**src/rtl/wbuf_pkg.sv**
```systemverilog
// Package: shared defaults and helpers for the store-draining write buffer.
// Assumes: depths are at least 1; widths are word address and word data.
package wbuf_pkg;
    parameter int unsigned WB_DEPTH = 4;
    parameter int unsigned WB_AW    = 30;
    parameter int unsigned WB_DW    = 32;

    // Number of bits needed to index a queue of the given depth (min 1).
    function automatic int unsigned idx_bits(input int unsigned depth);
        return (depth > 1) ? $clog2(depth) : 1;
    endfunction

    // Number of bits needed to hold an occupancy from 0 to depth.
    function automatic int unsigned cnt_bits(input int unsigned depth);
        return $clog2(depth + 1);
    endfunction
endpackage

```
**src/rtl/wbuf_ctrl.sv**
```systemverilog
// Module: wbuf_ctrl
// Keeps the write and read pointers and the occupancy count of the queue,
// and registers the full flag from the count after this cycle's push/pop.
// Assumes: push is never asserted while full, pop never while empty
// (the top module gates both).
module wbuf_ctrl #(
    parameter int unsigned DEPTH = 4,
    parameter int unsigned PW    = 2,
    parameter int unsigned CW    = 3
) (
    input  logic          clk,
    input  logic          rst_n,
    input  logic          push,
    input  logic          pop,
    output logic [PW-1:0] wr_ptr,
    output logic [PW-1:0] rd_ptr,
    output logic [CW-1:0] occ,
    output logic          full,
    output logic          empty
);
    localparam logic [PW-1:0] LAST_IDX = PW'(DEPTH - 1);
    localparam logic [CW-1:0] FULL_CNT = CW'(DEPTH);

    logic [PW-1:0] wr_q, rd_q;
    logic [CW-1:0] occ_q, occ_d;
    logic          full_q;

    // Next occupancy: a push and a pop in the same cycle cancel out.
    always_comb begin
        occ_d = occ_q;
        if (push && !pop)
            occ_d = occ_q + CW'(1);
        else if (pop && !push)
            occ_d = occ_q - CW'(1);
    end

    // Write pointer advances on every accepted store, wrapping at DEPTH.
    always_ff @(posedge clk) begin
        if (!rst_n)
            wr_q <= '0;
        else if (push)
            wr_q <= (wr_q == LAST_IDX) ? '0 : wr_q + PW'(1);
    end

    // Read pointer advances on every drained entry, wrapping at DEPTH.
    always_ff @(posedge clk) begin
        if (!rst_n)
            rd_q <= '0;
        else if (pop)
            rd_q <= (rd_q == LAST_IDX) ? '0 : rd_q + PW'(1);
    end

    // Occupancy and full flag, the flag taken from the updated count.
    always_ff @(posedge clk) begin
        if (!rst_n) begin
            occ_q  <= '0;
            full_q <= 1'b0;
        end else begin
            occ_q  <= occ_d;
            full_q <= (occ_d == FULL_CNT);
        end
    end

    assign wr_ptr = wr_q;
    assign rd_ptr = rd_q;
    assign occ    = occ_q;
    assign full   = full_q;
    assign empty  = (occ_q == '0);
endmodule

```
**src/rtl/wbuf_store.sv**
```systemverilog
// Module: wbuf_store
// Register file of queued entries: one write port at the write pointer,
// and every slot's address and data visible in parallel for the drain
// read and the associative search.
// Assumes: slot contents are meaningful only where the controller counts
// them as occupied; storage is not reset.
module wbuf_store #(
    parameter int unsigned DEPTH = 4,
    parameter int unsigned PW    = 2,
    parameter int unsigned AW    = 30,
    parameter int unsigned DW    = 32
) (
    input  logic          clk,
    input  logic          we,
    input  logic [PW-1:0] wsel,
    input  logic [AW-1:0] waddr,
    input  logic [DW-1:0] wdata,
    output logic [AW-1:0] slot_addr [DEPTH],
    output logic [DW-1:0] slot_data [DEPTH]
);
    for (genvar s = 0; s < DEPTH; s++) begin : g_slot
        logic [AW-1:0] a_q;
        logic [DW-1:0] d_q;

        // Capture the store into this slot when it is the write target.
        always_ff @(posedge clk) begin
            if (we && (wsel == PW'(s))) begin
                a_q <= waddr;
                d_q <= wdata;
            end
        end

        assign slot_addr[s] = a_q;
        assign slot_data[s] = d_q;
    end
endmodule

```
**src/rtl/wbuf_search.sv**
```systemverilog
// Module: wbuf_search
// Associative lookup over occupied slots. It walks the slots from the
// youngest (one behind the write pointer) to the oldest, so the most
// recently accepted matching entry supplies the data.
// Assumes: occ never exceeds DEPTH.
module wbuf_search #(
    parameter int unsigned DEPTH = 4,
    parameter int unsigned PW    = 2,
    parameter int unsigned CW    = 3,
    parameter int unsigned AW    = 30,
    parameter int unsigned DW    = 32
) (
    input  logic [AW-1:0] slot_addr [DEPTH],
    input  logic [DW-1:0] slot_data [DEPTH],
    input  logic [PW-1:0] wr_ptr,
    input  logic [CW-1:0] occ,
    input  logic [AW-1:0] key,
    output logic          hit,
    output logic [DW-1:0] data
);
    logic [DEPTH-1:0] age_match;   // bit k: entry of age k (0 = youngest) matches
    logic [PW-1:0]    age_slot [DEPTH];

    for (genvar k = 0; k < DEPTH; k++) begin : g_age
        // Slot index holding the entry of age k.
        assign age_slot[k] = PW'((int'(wr_ptr) + 2 * DEPTH - 1 - k) % DEPTH);
        // Match only when that age lies inside the current occupancy.
        assign age_match[k] = (CW'(k) < occ) && (slot_addr[age_slot[k]] == key);
    end

    // Priority select: the youngest matching age wins.
    always_comb begin
        hit  = 1'b0;
        data = '0;
        for (int k = DEPTH - 1; k >= 0; k--) begin
            if (age_match[k]) begin
                hit  = 1'b1;
                data = slot_data[age_slot[k]];
            end
        end
    end
endmodule

```
**src/rtl/wbuf_top.sv**
```systemverilog
// Module: wbuf_top
// Write buffer between a write-through cache and the next memory level.
// Stores enter when not full; the oldest entry is offered to memory with
// a valid/ready handshake; a read miss may search the queue by address.
// Assumes: the cache holds st_valid/st_addr/st_data while st_full is set
// if it still wants the store taken; lookups see the queue state at the
// start of the cycle (a same-cycle store is not searched).
module wbuf_top #(
    parameter int unsigned DEPTH = wbuf_pkg::WB_DEPTH,
    parameter int unsigned AW    = wbuf_pkg::WB_AW,
    parameter int unsigned DW    = wbuf_pkg::WB_DW
) (
    input  logic          clk,
    input  logic          rst_n,
    input  logic          st_valid,
    input  logic [AW-1:0] st_addr,
    input  logic [DW-1:0] st_data,
    output logic          st_full,
    output logic          mem_valid,
    input  logic          mem_ready,
    output logic [AW-1:0] mem_addr,
    output logic [DW-1:0] mem_data,
    input  logic [AW-1:0] lk_addr,
    output logic          lk_hit,
    output logic [DW-1:0] lk_data
);
    localparam int unsigned PW = wbuf_pkg::idx_bits(DEPTH);
    localparam int unsigned CW = wbuf_pkg::cnt_bits(DEPTH);

    logic          push, pop, full, empty;
    logic [PW-1:0] wr_ptr, rd_ptr;
    logic [CW-1:0] occ;
    logic [AW-1:0] slot_addr [DEPTH];
    logic [DW-1:0] slot_data [DEPTH];

    // Handshake qualification at both edges of the queue.
    assign push = st_valid && !full;
    assign pop  = !empty && mem_ready;

    wbuf_ctrl #(.DEPTH(DEPTH), .PW(PW), .CW(CW)) u_ctrl (
        .clk    (clk),
        .rst_n  (rst_n),
        .push   (push),
        .pop    (pop),
        .wr_ptr (wr_ptr),
        .rd_ptr (rd_ptr),
        .occ    (occ),
        .full   (full),
        .empty  (empty)
    );

    wbuf_store #(.DEPTH(DEPTH), .PW(PW), .AW(AW), .DW(DW)) u_store (
        .clk       (clk),
        .we        (push),
        .wsel      (wr_ptr),
        .waddr     (st_addr),
        .wdata     (st_data),
        .slot_addr (slot_addr),
        .slot_data (slot_data)
    );

    wbuf_search #(.DEPTH(DEPTH), .PW(PW), .CW(CW), .AW(AW), .DW(DW)) u_search (
        .slot_addr (slot_addr),
        .slot_data (slot_data),
        .wr_ptr    (wr_ptr),
        .occ       (occ),
        .key       (lk_addr),
        .hit       (lk_hit),
        .data      (lk_data)
    );

    // Memory side presents the oldest slot while anything is queued.
    assign st_full   = full;
    assign mem_valid = !empty;
    assign mem_addr  = slot_addr[rd_ptr];
    assign mem_data  = slot_data[rd_ptr];
endmodule

```
**config.mk**
```make
export PLATFORM = sky130hd
export DESIGN_NAME = wbuf_top
export DESIGN_NICKNAME = d
export VERILOG_FILES = /design/src/rtl/wbuf_pkg.sv /design/src/rtl/wbuf_ctrl.sv /design/src/rtl/wbuf_store.sv /design/src/rtl/wbuf_search.sv /design/src/rtl/wbuf_top.sv
export SDC_FILE = /design/constraint.sdc
export NUM_CORES = 1
export LEC_CHECK = 0
export CORE_AREA = 4 4 210 212
export CTS_BUF_LIST = sky130_fd_sc_hd__clkbuf_16
export DETAILED_ROUTE_END_ITERATION = 8
export DIE_AREA = 0 0 214 216
export PLACE_DENSITY = 0.69
export SLEW_MARGIN = 20
export SYNTH_ARGS = -nofsm -noshare
export SYNTH_HDL_FRONTEND = slang
export SYNTH_SLANG_ARGS = --single-unit
```
**constraint.sdc**
```tcl
create_clock -name clk -period 11.2 [get_ports clk]
set_clock_uncertainty 0.2 [all_clocks]
set_input_delay 3.36 -clock clk [delete_from_list [all_inputs] [get_ports clk]]
set_output_delay 3.36 -clock clk [all_outputs]
set_load 0.02 [all_outputs]
```
==> summary.md <==
## Status
* outcome: complete, no violations

## Clocking
* CTS Hold Buffers Added: 0
* CTS Buf Count: 30
* CTS tree: built
* H-tree depth: 1
* library cell used as clock root buffer: clkbuf_16
* Clock Latency Late Sink: 0.59 ns
* post-cts gate resize count: 0
* clock-pin transition on the worst setup and hold timing paths: 0.06 ns
* number of setup buffers added after CTS: 0
* clock tree sinks: 256
* clk buf depth: 3

## Floorplanning
* area of the die: 46200 sq um
* number of core rows: 75
* starting density of the core: 42.9%
* top-level I/O count: 193
* y dimension of the die: 216 microns
* die span in x: 214 microns
* Core Box Area: 41900 sq um

## Synthesis
* most frequent cell after synthesis: edfxtp_1
* share of the synthesized area in the top cell type: 41.4%
* number of storage elements in the synthesis netlist: 256
* Post-synth EDFFs: 248
* top post-synthesis cells by count: 248 x edfxtp_1, 159 x mux4_2, 136 x mux2i_1
* count of unique library cells instantiated by Yosys: 61
* syn nets: 1525
* most instantiated flip-flop cell in the synthesis netlist: edfxtp_1
* area leader, netlist: edfxtp_1
* YS warnings: 0
* synth top area cells: edfxtp_1 41%, mux4_2 20%, mux2i_1 7.6%, a21oi_1 3.3%, mux2_2 3.3%
* post-synthesis async set-or-reset flop share: 0%
* number of instances in the synthesized netlist: 1420
* post-synthesis sequential area ratio: 42.3%
* mean cell area of the mapped netlist: 12.7 sq um
* Netlist Area Pre-Place: 18000 sq um

## Pwr
* IR drop worst, VDD: 0.130 mV
* total power density per cell area: 167 nW/um^2
* Lkg Pwr: 6.78 nW
* total power: 3.54 mW

## Route
* drt drc: 0
* first-pass iteration count of the detailed router: 5
* drt via density: 6.42
* Antenna Violating Nets Remaining: 0
* total routed wirelength: 56400 microns
* via count: 13.5k
* final routed wire length divided by cell count: 26.8 microns
* DR iter-0 viols: 1269

## Setup path
* cells traversed along the worst timing path: clkdlybuf4s50_1 > xor2_1 > nand4_1 > or4_1 > a211oi_1 > and4_2 > buf_4 > a21oi_1 > a21oi_1 > clkdlybuf4s50_1
* library cell contributing the largest single delay on the critical path: clkdlybuf4s50_1
* path depth of the worst reg2reg path: 4
* largest driver fanout on the critical path: 19
* startpoint of the lowest-slack register-to-register path: u_ctrl.wr_ptr[0]
* Crit. Startpoint: lk_addr[28]
* Crit path arrival time: 7.28 ns
* required time reported for the critical path endpoint: 7.64 ns
* Critical Path Start Type: input pin
* crit path capture type: output pin
* minimum setup slack among reg-to-reg paths: 8.25 ns
* slowest cell delay on critical path: 0.66 ns
* endpoint of the most critical register-to-register path: u_store.g_slot[3].d_q[11]
* kind of critical path: input pin to output pin
* critical path capture point: lk_data[14]

## Layout
* share of the core filled with cells in the final layout: 50.7%
* synthesis-to-layout area growth: 18.3%
* final-stage net count: 1645
* share of final-layout standard cells stronger than drive strength 1: 19.3%

## Global route
* wire length of the first global-routing pass: 85800 microns
* vias in the first global route: 13.6k
* residual overflow from global routing: 0
* pin count of the biggest net entering global routing: 138
* antenna violations before repair: 1
* Overall Global Routing Usage: 23.7%

## Timing
* number of setup violations in the final report: 0
* max frequency: 92.2 MHz
* total count of hold-check failures in the final report: 0
* transition time at the pin with the least slew margin: 1.02 ns
* worst rel slew slack: 31.7%
* final number of max-transition violations: 0
* final worst-path cycle share: 96.8%
* setup repair after global routing missed its margin: false
* post-route setup TNS: 0 ns
* Period minus WS final: 10.84 ns

## Placement
* Placer Congestion: 0.995
* # port buffers: 192
* half-perimeter wire length after detailed placement: 38800 microns

## Worst hold path
* class of the tightest hold or removal check: flop to flop

## Job
* Maximum Capacitance Violations: 0

==> through the flow <==
stage	worst slack [ns]	area, sq um	instances	hold slack, ns
6_report	0.355	21300	2103	0.316
5_1_grt	0.208	21300	2103	0.361
4_1_cts	0.367	21300	2102	0.314
3_5_place_dp	0.381	20300	2047	0.306
3_3_place_gp	0.409	20300	2047	0.297
2_1_floorplan	1.90	18000	1420	0.276
==> registers in the layout (all words and copies together) (netlist names) <==
name / count
u_ctrl.occ: 3
u_ctrl.rd_ptr: 2
u_store.g_slot.a_q: 120
u_store.g_slot.d_q: 128
u_ctrl.wr_ptr: 2
u_ctrl.full: 1
==> critical path, delay by kind of cell <==
kind            cells  cell delay (ns)
buf+inv             3             1.53
simple gates        3             1.30
compound gates      3             0.55
xor+xnor            1             0.54
==> worst min-delay path by stage <==
stage / from / endpoint / slack [ns] / cells past startpoint
after CTS: u_ctrl.wr_ptr[1] / u_ctrl.wr_ptr[1] / 0.31 / 2
after floorplan: u_ctrl.wr_ptr[1] / u_ctrl.wr_ptr[1] / 0.28 / 2
after global placement: u_ctrl.wr_ptr[1] / u_ctrl.wr_ptr[1] / 0.30 / 2
final: u_ctrl.wr_ptr[1] / u_ctrl.wr_ptr[1] / 0.32 / 2
after global routing: u_ctrl.wr_ptr[1] / u_ctrl.wr_ptr[1] / 0.36 / 2
after detailed placement: u_ctrl.wr_ptr[1] / u_ctrl.wr_ptr[1] / 0.31 / 2
==> placed cells by master (no fill, tap or decap), types with 27 or more instances in the layout <==
cell,Yosys,layout
clkdlybuf4s50_1,0,192
nor2b_1,37,37
and3_1,35,35
xor2_1,27,27
clkbuf_16,0,30
a21oi_1,120,120
mux2i_1,136,136
mux4_2,159,159
o21ai_0,80,80
o221ai_1,35,35
nand2_1,98,98
xnor2_1,62,62
edfxtp_1,248,248
mux2_2,52,52
==> metal layers <==
layer  GRT usage [%]  vias to the layer above  share of wire, %
li1                -                     5920                 -
met1            33.6                     6954                43
met2            38.2                      533                47
met3            3.57                       97               6.6
met4            7.20                        0               3.0
met5               0                        -                 0
==> report_power, final <==
| group | switching (mW) | internal, mW |
|---|---|---|
| logic | 0.733 | 0.641 |
| registers | 0.0821 | 1.13 |
| clock network | 0.398 | 0.556 |
==> area by class of cell <==
type,instances,area [sq um]
fill,3538,20700
multi-input combinational,1012,9700
sequential,256,7620
timing repair buffer,224,2240
clock buffer,30,751
tap,539,674
clock inverter,25,220
inverter,16,60.1
antenna,1,2.50
==> cells by family (layout without fill, tap and decap cells) <==
kind of cell / Yosys count / after routing / share of synthesized area, %
buffers and inverters: 152 / 295 / 3.92
multiplexers: 348 / 348 / 30.8
AND/OR/NAND/NOR: 253 / 253 / 7.22
AO/OA/AOI/OAI: 313 / 313 / 10.8
other: 0 / 1 / 0
adder cells (fa/ha/maj): 9 / 9 / 0.626
XOR/XNOR: 89 / 89 / 4.34
flip-flops: 256 / 256 / 42.3
Power figures use the tool's default switching activity.
